## config.mk

```make
export PLATFORM = sky130hd
export DESIGN_NAME = wwdt_core
export DESIGN_NICKNAME = d
export VERILOG_FILES = /design/src/rtl/wwdt_core.sv
export SDC_FILE = /design/constraint.sdc
export NUM_CORES = 1
export LEC_CHECK = 0
export BUFFER_PORTS_ARGS = -buffer_cell sky130_fd_sc_hd__buf_2
export CORE_UTILIZATION = 55
export DETAILED_ROUTE_END_ITERATION = 12
export PLACE_DENSITY = 0.76
export SYNTH_ARGS = -nofsm -noshare
export SYNTH_HDL_FRONTEND = slang
export SYNTH_SLANG_ARGS = --single-unit
```

## constraint.sdc

```tcl
create_clock -name clk -period 2.7 [get_ports clk]
set_input_delay 0.27 -clock clk [delete_from_list [all_inputs] [get_ports clk]]
set_output_delay 0.27 -clock clk [all_outputs]
set_load 0.05 [all_outputs]
```

## src/rtl/wwdt_core.sv

```systemverilog
module wwdt_core #(
  parameter int PRESCALE = 128,
  parameter logic [7:0] KEY = 8'hA5
) (
  input  logic        clk,
  input  logic        rst_n,
  input  logic        slow_en,
  input  logic        dbg_halt,
  input  logic        wr_en,
  input  logic        rd_en,
  input  logic [3:0]  addr,
  input  logic [31:0] wr_data,
  output logic [31:0] rd_data,
  output logic        rst_req,
  output logic        wdt_err
);
  localparam int PW = (PRESCALE > 1) ? $clog2(PRESCALE) : 1;
  localparam logic [PW-1:0] PRE_LAST = PW'(PRESCALE - 1);
  localparam logic [3:0] A_CMD = 4'h0, A_CFG = 4'h4, A_STS = 4'h8;

  logic [11:0]   reload_q, win_q, cnt_q;
  logic          rsten_q, dfrz_q, stop_q, locked_q;
  logic [PW-1:0] pre_q;
  logic          uf_q, we_q, req_q;

  logic unused_bits;
  assign unused_bits = ^{wr_data[23:1], wr_data[31:27]};

  wire cfg_wr   = wr_en && addr == A_CFG && !locked_q;
  wire cmd_hit  = wr_en && addr == A_CMD && wr_data[31:24] == KEY && wr_data[0];
  wire in_win   = cnt_q <= win_q;
  wire restart  = cmd_hit && in_win;
  wire win_bad  = cmd_hit && !in_win;
  wire run      = !stop_q && !(dfrz_q && dbg_halt);
  wire tick     = run && slow_en && pre_q == PRE_LAST;
  wire uflow    = tick && cnt_q == 12'd0 && !restart && !cfg_wr;
  wire sts_rd   = rd_en && addr == A_STS;

  always_ff @(posedge clk) begin
    if (!rst_n) begin
      reload_q <= 12'hFFF;
      win_q    <= 12'hFFF;
      rsten_q  <= 1'b1;
      dfrz_q   <= 1'b0;
      stop_q   <= 1'b0;
      locked_q <= 1'b0;
    end else if (cfg_wr) begin
      reload_q <= wr_data[11:0];
      win_q    <= wr_data[23:12];
      rsten_q  <= wr_data[24];
      dfrz_q   <= wr_data[25];
      stop_q   <= wr_data[26];
      locked_q <= 1'b1;
    end
  end

  always_ff @(posedge clk) begin
    if (!rst_n) begin
      cnt_q <= 12'hFFF;
      pre_q <= '0;
    end else if (cfg_wr) begin
      cnt_q <= wr_data[11:0];
      pre_q <= '0;
    end else if (restart) begin
      cnt_q <= reload_q;
      pre_q <= '0;
    end else if (run && slow_en) begin
      if (pre_q == PRE_LAST) begin
        pre_q <= '0;
        cnt_q <= (cnt_q == 12'd0) ? reload_q : cnt_q - 12'd1;
      end else begin
        pre_q <= pre_q + PW'(1);
      end
    end
  end

  always_ff @(posedge clk) begin
    if (!rst_n) begin
      uf_q  <= 1'b0;
      we_q  <= 1'b0;
      req_q <= 1'b0;
    end else begin
      uf_q  <= uflow   | (uf_q & ~sts_rd);
      we_q  <= win_bad | (we_q & ~sts_rd);
      req_q <= req_q | (rsten_q & (uflow | win_bad));
    end
  end

  always_ff @(posedge clk) begin
    if (!rst_n) rd_data <= '0;
    else if (rd_en) begin
      case (addr)
        A_CFG:   rd_data <= {5'd0, stop_q, dfrz_q, rsten_q, win_q, reload_q};
        A_STS:   rd_data <= {4'd0, cnt_q, 14'd0, we_q, uf_q};
        default: rd_data <= '0;
      endcase
    end
  end

  assign rst_req = req_q;
  assign wdt_err = uf_q | we_q;

  assert_mode_locked_R4: assert property (@(posedge clk) disable iff (!rst_n)
    locked_q |=> $stable({reload_q, win_q, rsten_q, dfrz_q, stop_q}));

  assert_req_sticky_R3: assert property (@(posedge clk) disable iff (!rst_n)
    rst_req |=> rst_req);

  assert_step_R2: assert property (@(posedge clk) disable iff (!rst_n)
    (tick && cnt_q != 12'd0 && !cmd_hit && !cfg_wr) |=> cnt_q == $past(cnt_q) - 12'd1);

  assert_underflow_R3: assert property (@(posedge clk) disable iff (!rst_n)
    uflow |=> (uf_q && cnt_q == $past(reload_q)));

  assert_early_restart_R7: assert property (@(posedge clk) disable iff (!rst_n)
    win_bad |=> (we_q && cnt_q == $past(cnt_q)));

  assert_stop_frozen_R9: assert property (@(posedge clk) disable iff (!rst_n)
    (stop_q && !cmd_hit && !cfg_wr) |=> ($stable(cnt_q) && !$rose(uf_q)));

  assert_debug_frozen_R8: assert property (@(posedge clk) disable iff (!rst_n)
    (dfrz_q && dbg_halt && !cmd_hit && !cfg_wr) |=> $stable({cnt_q, pre_q}));
endmodule

```

; ---- Word-level counts from Yosys, hierarchy flattened
; Index checks and enable logic that the tools add are counted.
[op_classes]
muxes = 7
n_addsub = 2
order_cmp = 1
eq_ne = 4
bitwise = 10
reduce_logical = 27
[op_table]
columns = cell, n
row1 = $mux W12, 5
row2 = $pmux W28 S2, 1
row3 = $logic_and A1 B1 Y1, 15
row4 = $le A12 B12 Y1, 1
row5 = $logic_not A12 Y1, 1
row6 = $sub A12 B1 Y12 const B, 1
row7 = $eq A8 B8 Y1 const B, 1
row8 = $add A7 B1 Y7 const B, 1
row9 = $eq A7 B7 Y1 const B, 1
row10 = $mux W7, 1
row11 = $logic_not A1 Y1, 6
row12 = $reduce_bool A3 Y1, 2
row13 = $or A1 B1 Y1, 5
row14 = $eq A4 B3 Y1 const B, 1
row15 = $eq A4 B4 Y1 const B, 1
row16 = $logic_not A4 Y1, 1
row17 = $and A1 B1 Y1, 3
row18 = $reduce_or A3 Y1, 1
row19 = $not A1 Y1, 2
row20 = $reduce_and A2 Y1, 1
[totals]
output_inout_bits = 34
register_bits = 82
input_bits = 42
elab_cells = 63

; ---- Logic depth before layout (Yosys ltp)
; Gate-level depths: netlist of run 1.
[logic_depth]
word_depth = 11
depth_mapped = 11
depth_no_buf = 10

; ---- Least setup slack after synthesis of run 1
; No wires, ideal clock.
[synth_timing]
path_kind = register -> register
startpoint = reg cnt_q[9]
endpoint = reg cnt_q[7]
setup_time_ns = 0.122
required_time_ns = 2.578
period_less_slack_ns = 2.275
stages_incl_launch_ff = 10
setup_slack_ns = 0.425
n_path_buf = 1
arrival_time_ns = 2.153
path_cell_list = dfxtp_1 -> ha_1 -> a21o_1 -> a21o_1 -> a21o_2 -> and3b_1 -> o21bai_2 -> and2_1 -> buf_4 -> o32a_1
[synth_via]
elab_chain_len = 6
elab_cells_between_ends = 11
cone_classes = 1 x order compare / 5 x mux / 5 x reduce/logical
[synth_lines]
columns = element, line
row1 = from (decl), 21  ; logic [11:0] reload_q, win_q, cnt_q;
row2 = from (signal assigned), 62  ; cnt_q <= wr_data[11:0];
row3 = from (signal assigned), 65  ; cnt_q <= reload_q;
row4 = from (signal assigned), 70  ; cnt_q <= (cnt_q == 12'd0) ? reload_q : cnt_q - 12'd1;
row5 = branches (longest 6 deep; another with $le A12 B12 Y1), n/a
; Several ways; the timed one is not identified. The select of a mux whose other input is x is not followed.
; A chain may end at the register's enable or synchronous reset.

; ---- Worst setup path in the final report of run 1
[layout_timing]
startpoint = reg cnt_q[9]
endpoint = reg cnt_q[6]
; The elaborated chain is that of the path after synthesis.

==> impl_metrics.ini, run 1 <==
[power]
max-vdd-ir-drop_mv = 0.298
power_leakage_nw = 2.03
sw_frac_of_total_pct = 25.7
powerDensity_mw_per_mm2 = 521
seq_power_share_pct = 50.6
intPower_w = 0.00175
pwr-share-comb_pct = 10.7
power.net_switching_w = 0.000604
clkPwrFrac_pct = 38.7

[clocking]
holdBufCountCts = 0
cts_tree = done
cts_resized = 0
cts_root_buf = clkbuf_8
clk_path_buf_depth = 2
clkSlewWorstSetupHoldPaths_ps = 80
cts.sinks = 78
clk_latency_ps = 350
numCtsBuffers = 9
post_cts_buffers = 0
htree_levels = 3

[setup_path]
endpoint_kind = flip-flop
critical_path.most_common_cell = a21o_1
rr_endpoint = cnt_q[6]$_SDFFE_PN1P_
rrSetupSlack_ps = 150
arrival_ps = 2780
r2r_start = cnt_q[9]$_SDFFE_PN1P_
max_stage_delay_ps = 470
crit_required_ps = 2930
worstSetupStartpointType = flip-flop
reg2reg_depth = 9
cp_cell_sequence = ha_1 -> a21o_1 -> a21o_1 -> a21o_2 -> and3b_1 -> o21bai_2 -> and2_1 -> buf_4 -> o32a_1
critical_path_class = reg -> reg
crit_path_max_fanout = 7
cp_slowest_cell = dfxtp_1

[timing]
worst_pin_slew_ps = 523
setup_violations = 0
maxSlewHeadroom_pct = 65.2
fin_skew_ps = 5.14
finalSetupTns_ps = 0
fmax_mhz = 393
finalHoldViolations = 0
min_period_over_period_pct = 94.3
fin_crit_ps = 2550
drv_slew = 0
rsz0062_at_grt = false

[routing]
drt_iter0_drc = 289
drtPass1Iterations = 6
drt_wl_total_mm = 9.87
detail_route.wl_per_cell_um = 16.8
ant_nets = 0
routed_via_density = 5.95
vias = 3502
post-route-drc-count = 0

[cells_and_area]
diodes = 0
syn2layout_area_growth_pct = 18.1
drive_gt1_share_pct = 26.2
fillers = 590
nets = 564
final_area_mm2 = 0.00451
final-seq-area_mm2 = 0.00156
multi_input_area_mm2 = 0.00202

[placed_design]
place.gp.congestion = 1.01
placed_area_mm2 = 0.00430
portBuffers = 71
dp_hpwl_mm = 7.27

[logic_synthesis]
synth_area_per_cell_um2 = 8.98
synth-edff-count = 0
async_reset_ff_share_pct = 0
seq_area_frac_synth_pct = 40.9
netlist_instances = 425
synth_cell_types = 61
synth-main-ff-cell = dfxtp_1
ys.warnings.count = 0
synth_seq_cells = 78
syn_area_mm2 = 0.00382

[floorplanning]
initial_core_util_pct = 58.4
io_pins = 76
coreArea_mm2 = 0.00653
die_area_mm2 = 0.00728
die_x_um = 85.3
row_count = 29
die_h_um = 85.3

[min_path]
holdCritStartpoint = wr_data[12]
min_path_type = in -> reg
holdPathEnd = win_q[0]$_SDFFE_PN1P_
min_path_cells = 3

[grt]
grt_pass1_wl_mm = 16.2
grt.total_usage_pct = 28.6
grt_max_degree = 38
first_global_vias = 3306
antenna_found_initial = 0
grt_overflow_total = 0

[outcome]
status = complete, no violations

[flow_run]
max_cap_violations = 0
[power by group through the flow]
stage,clock (W),sequential (W),combinational [W]
after global routing,0.000975,0.00119,0.000275
final,0.000909,0.00119,0.000252
after floorplan,0,0.00124,0.000155
after detailed placement,0,0.00122,0.000250
after CTS,0.000925,0.00119,0.000251
after global placement,0,0.00121,0.000248
[worst max path at each step]
stage	from	end	slack [ps]	cells past startpoint
2_1_floorplan	cnt_q[9]$_SDFFE_PN1P_	cnt_q[7]$_SDFFE_PN1P_	430	9
3_3_place_gp	cnt_q[0]$_SDFFE_PN1P_	cnt_q[11]$_SDFFE_PN1P_	70	8
3_5_place_dp	cnt_q[0]$_SDFFE_PN1P_	cnt_q[11]$_SDFFE_PN1P_	50	8
4_1_cts	cnt_q[0]$_SDFFE_PN1P_	cnt_q[11]$_SDFFE_PN1P_	50	8
5_1_grt	win_q[1]$_SDFFE_PN1P_	cnt_q[1]$_SDFFE_PN1P_	50	10
6_report	cnt_q[9]$_SDFFE_PN1P_	cnt_q[6]$_SDFFE_PN1P_	150	9
[final cells by class]
class | count | share of cell area [%]
Clock buffer | 11 | 3.36
Sequential cell | 78 | 34.7
Inverter | 19 | 1.58
Multi-Input combinational cell | 302 | 44.8
Timing Repair Buffer | 97 | 12.2
Clock inverter | 5 | 1.28
Tap cell | 77 | 2.14
[worst max-delay path, delay by kind of cell (launching register included)]
family,cells,cell delay [ps]
flops,1,470
compound gates,5,1040
fa+ha+maj,1,300
simple gates,2,460
buf+inv,1,170
[metrics by stage]
step	setup slack (ps)	total power, W	hold WS (ps)	utilization, %	instances
2_1_floorplan	425	0.00139	394	-	428
3_3_place_gp	69.1	0.00146	444	65.8	573
3_5_place_dp	52.2	0.00147	469	65.8	573
6_report	154	0.00235	137	69.0	589
5_1_grt	51.8	0.00244	147	69.0	589
4_1_cts	50.8	0.00236	124	69.0	589
[state kept, by name (all words and copies together) (netlist names)]
register	flops
rd_data	28
stop_q	1
uf_q	1
pre_q	7
rsten_q	1
rst_req	1
cnt_q	12
win_q	12
we_q	1
reload_q	12
dfrz_q	1
locked_q	1
[per-layer routing]
metal | wire, um | vias to the layer above | global-route usage (%)
met1 | 4390 | 1672 | 38.4
met4 | 253 | 0 | 12.4
li1 | - | 1684 | -
met5 | 0 | - | 0
met3 | 600 | 19 | 4.18
met2 | 4630 | 127 | 46.0
[cell usage after synthesis (4+ instances only)]
master / instances / area share [%]
dfxtp_1: 78 / 41
nand2_1: 61 / 6.0
nor2b_1: 33 / 5.4
nor2_1: 23 / 2.3
inv_1: 19 / 1.9
a22oi_1: 15 / 3.0
clkbuf_1: 15 / 1.5
ha_1: 15 / 4.9
o211ai_1: 15 / 3.0
nand3_1: 14 / 1.8
a222oi_1: 13 / 3.4
a21oi_1: 11 / 1.4
buf_4: 8 / 1.6
o21ai_0: 8 / 1.0
o32a_1: 8 / 2.1
a21boi_0: 5 / 0.98
a31oi_1: 5 / 0.82
nand4_1: 5 / 0.82
nor3_1: 5 / 0.66
xor2_1: 5 / 1.1
xnor2_1: 4 / 0.92
[cell families (layout without fill, tap and decap cells)]
family          count (synthesis)  after routing  synth area share (%)
other cells                     1              4                0.0983
fa+ha+maj                      15             15                  4.92
compound gates                100            100                  20.6
xor+xnor                        9              9                  2.07
mux                             5              5                  1.38
simple gates                  169            169                  23.3
buf+inv                        48            132                  6.66
flops                          78             78                  40.9
[cell usage in the layout (no fill, tap or decap), drive strengths merged, types with 6 or more instances in the layout]
cell	synthesis	final
ha	15	15
a222oi	13	13
nand3	16	16
o32a	8	8
a22oi	15	15
a21oi	11	11
a31oi	6	6
dfxtp	78	78
nor2b	33	33
o21ai	9	9
nand2	61	61
inv	19	19
o211ai	15	15
nor2	23	23
nor3	7	7
clkbuf	15	11
buf	13	97
No activity file was read; power rests on OpenSTA's default activity.
==> run 2, diff against run 1 <==
CORE_ASPECT_RATIO = 1.2   (was default)
==> run 2 against run 1 <==
  * Critical path type unchanged
  * Register-to-register slack better by 30 ps
  * Largest cell class unchanged
  * Sequential share of layout area decreased by 0.18 points
  * Cell area increased by 0.53%
  * Non-clock buffer count decreased by 6
  * Via count decreased by 2.2%
  * Count of clock-buffer cells in the layout shrank 1
  * First-iteration DRC count fell by 17%
  * Combinational power rose by 2%
==> impl_metrics.ini, run 2 (synthesis results as in run 1) <==
[outcome]
status = complete, no violations

[grt]
first_global_vias = 3262
grt.total_usage_pct = 28.6
grt_max_degree = 41
antenna_found_initial = 0
grt_pass1_wl_mm = 16.0
grt_overflow_total = 0

[cells_and_area]
final_util_pct = 69.0
final-seq-area_mm2 = 0.00156
fillers = 570
drive_gt1_share_pct = 25.5
syn2layout_area_growth_pct = 18.8
top_register = rd_data
largest_register_ff_count = 28
stdcell_count = 591
multi_input_area_mm2 = 0.00203
final_common_cell = dfxtp_1
diodes = 0
nets = 558
layout_common_cells = 77 x dfxtp_1, 71 x buf_2, 61 x nand2_1, 33 x nor2b_1, 23 x nor2_1

[setup_path]
crit_family = compound AO/OA/AOI/OAI gates
endpoint_kind = flip-flop
max_stage_delay_ps = 460
critical_path_class = reg -> reg
crit_required_ps = 2940
crit_path_max_fanout = 16
cp_cell_sequence = ha_1 -> a21o_1 -> a21o_1 -> a21o_2 -> nor2_1 -> a31oi_4 -> mux2_1 -> o32a_1
critical_path.most_common_cell = a21o_1
arrival_ps = 2760
cp_slowest_cell = dfxtp_1
worstSetupStartpointType = flip-flop
worst-path-buf-inv = 0

[power]
finalPower_w = 0.00252
max-vdd-ir-drop_mv = 0.363
powerDensity_mw_per_mm2 = 556
power_leakage_nw = 2.05

[routing]
detail_route.wl_per_cell_um = 16.8
post-route-drc-count = 0
drt_wl_total_mm = 9.92
routed_via_density = 5.79
ant_nets = 0
drtPass1Iterations = 5
vias = 3424
drt_iter0_drc = 240

[placed_design]
portBuffers = 71
dp_hpwl_mm = 7.32
place.gp.congestion = 0.927
placed_cells = 575

[min_path]
min_path_type = in -> reg

[timing]
drv_slew = 0
holdWs_ps = 139
finalHoldViolations = 0
fmax_mhz = 397
rsz0062_at_grt = false
fin_crit_ps = 2520
setup_violations = 0
finalSetupTns_ps = 0
min_period_over_period_pct = 93.2
maxSlewHeadroom_pct = 56.5
fin_skew_ps = 9.90
worst_pin_slew_ps = 650

[floorplanning]
die_h_um = 93.2
io_pins = 76
initial_core_util_pct = 58.1
die_area_mm2 = 0.00728
row_count = 32
die_x_um = 78.0
coreArea_mm2 = 0.00657

[clocking]
cts_root_buf = clkbuf_8
clkSlewWorstSetupHoldPaths_ps = 70
cts.sinks = 78
numCtsBuffers = 9
cts_tree = done
clk_path_buf_depth = 2
htree_levels = 3
clk_latency_ps = 360

[flow_run]
max_cap_violations = 0
## run 2: what timing repair did
item                                   CTS  global route
resized for setup                        0             3
endpoints found under the hold margin    0             0
hold buffers                             0             0
setup endpoints to repair                0             5
setup buffers                            0             0
## run 2: layer usage
| metal | global-route usage (%) | part of all wire [%] |
|---|---|---|
| met3 | 6.24 | 4.3 |
| met2 | 49.3 | 50 |
| met1 | 35.4 | 44 |
| met4 | 8.64 | 2.2 |
| met5 | 0 | 0 |
## run 2: where the power goes
part	total, W	internal, W	switching, W	leakage, nW
registers	0.00119	0.00117	0.0000181	0.632
logic	0.000257	0.0000983	0.000158	1.29
clock network	0.00108	0.000638	0.000438	0.126
## run 2: stage by stage
| step | instance area, um2 | setup slack [ps] |
|---|---|---|
| detailed placement | 4280 | 128 |
| floorplan | 3830 | 425 |
| global placement | 4280 | 205 |
| finish | 4530 | 183 |
| global route | 4530 | 45.6 |
| CTS | 4520 | 102 |
## run 2: worst reg2reg max path, stage by stage, from the launching register on
cell and delay [ps]:
dfxtp_1 460, ha_1 290, a21o_1 180, a21o_1 180, a21o_2 220, nor2_1 160, a31oi_4 240, mux2_1 380
o32a_1 290
## run 2: final timing paths
check             depth (start not counted)                endpoint                   from  slack [ps]
setup reg to reg                          8  cnt_q[11]$_SDFFE_PN1P_  cnt_q[9]$_SDFFE_PN1P_         180
setup / recovery                          8  cnt_q[11]$_SDFFE_PN1P_  cnt_q[9]$_SDFFE_PN1P_         180
hold reg to reg                           1      rst_req$_SDFF_PN0_     rst_req$_SDFF_PN0_         470
hold / removal                            3  win_q[10]$_SDFFE_PN1P_            wr_data[22]         140
## run 2: area by class of cell
type	instances	area share [%]
Clock inverter	6	2.40
Multi-Input combinational cell	302	44.7
Inverter	19	1.57
Clock buffer	10	3.04
Sequential cell	78	34.5
Tap cell	85	2.35
Timing Repair Buffer	91	11.4
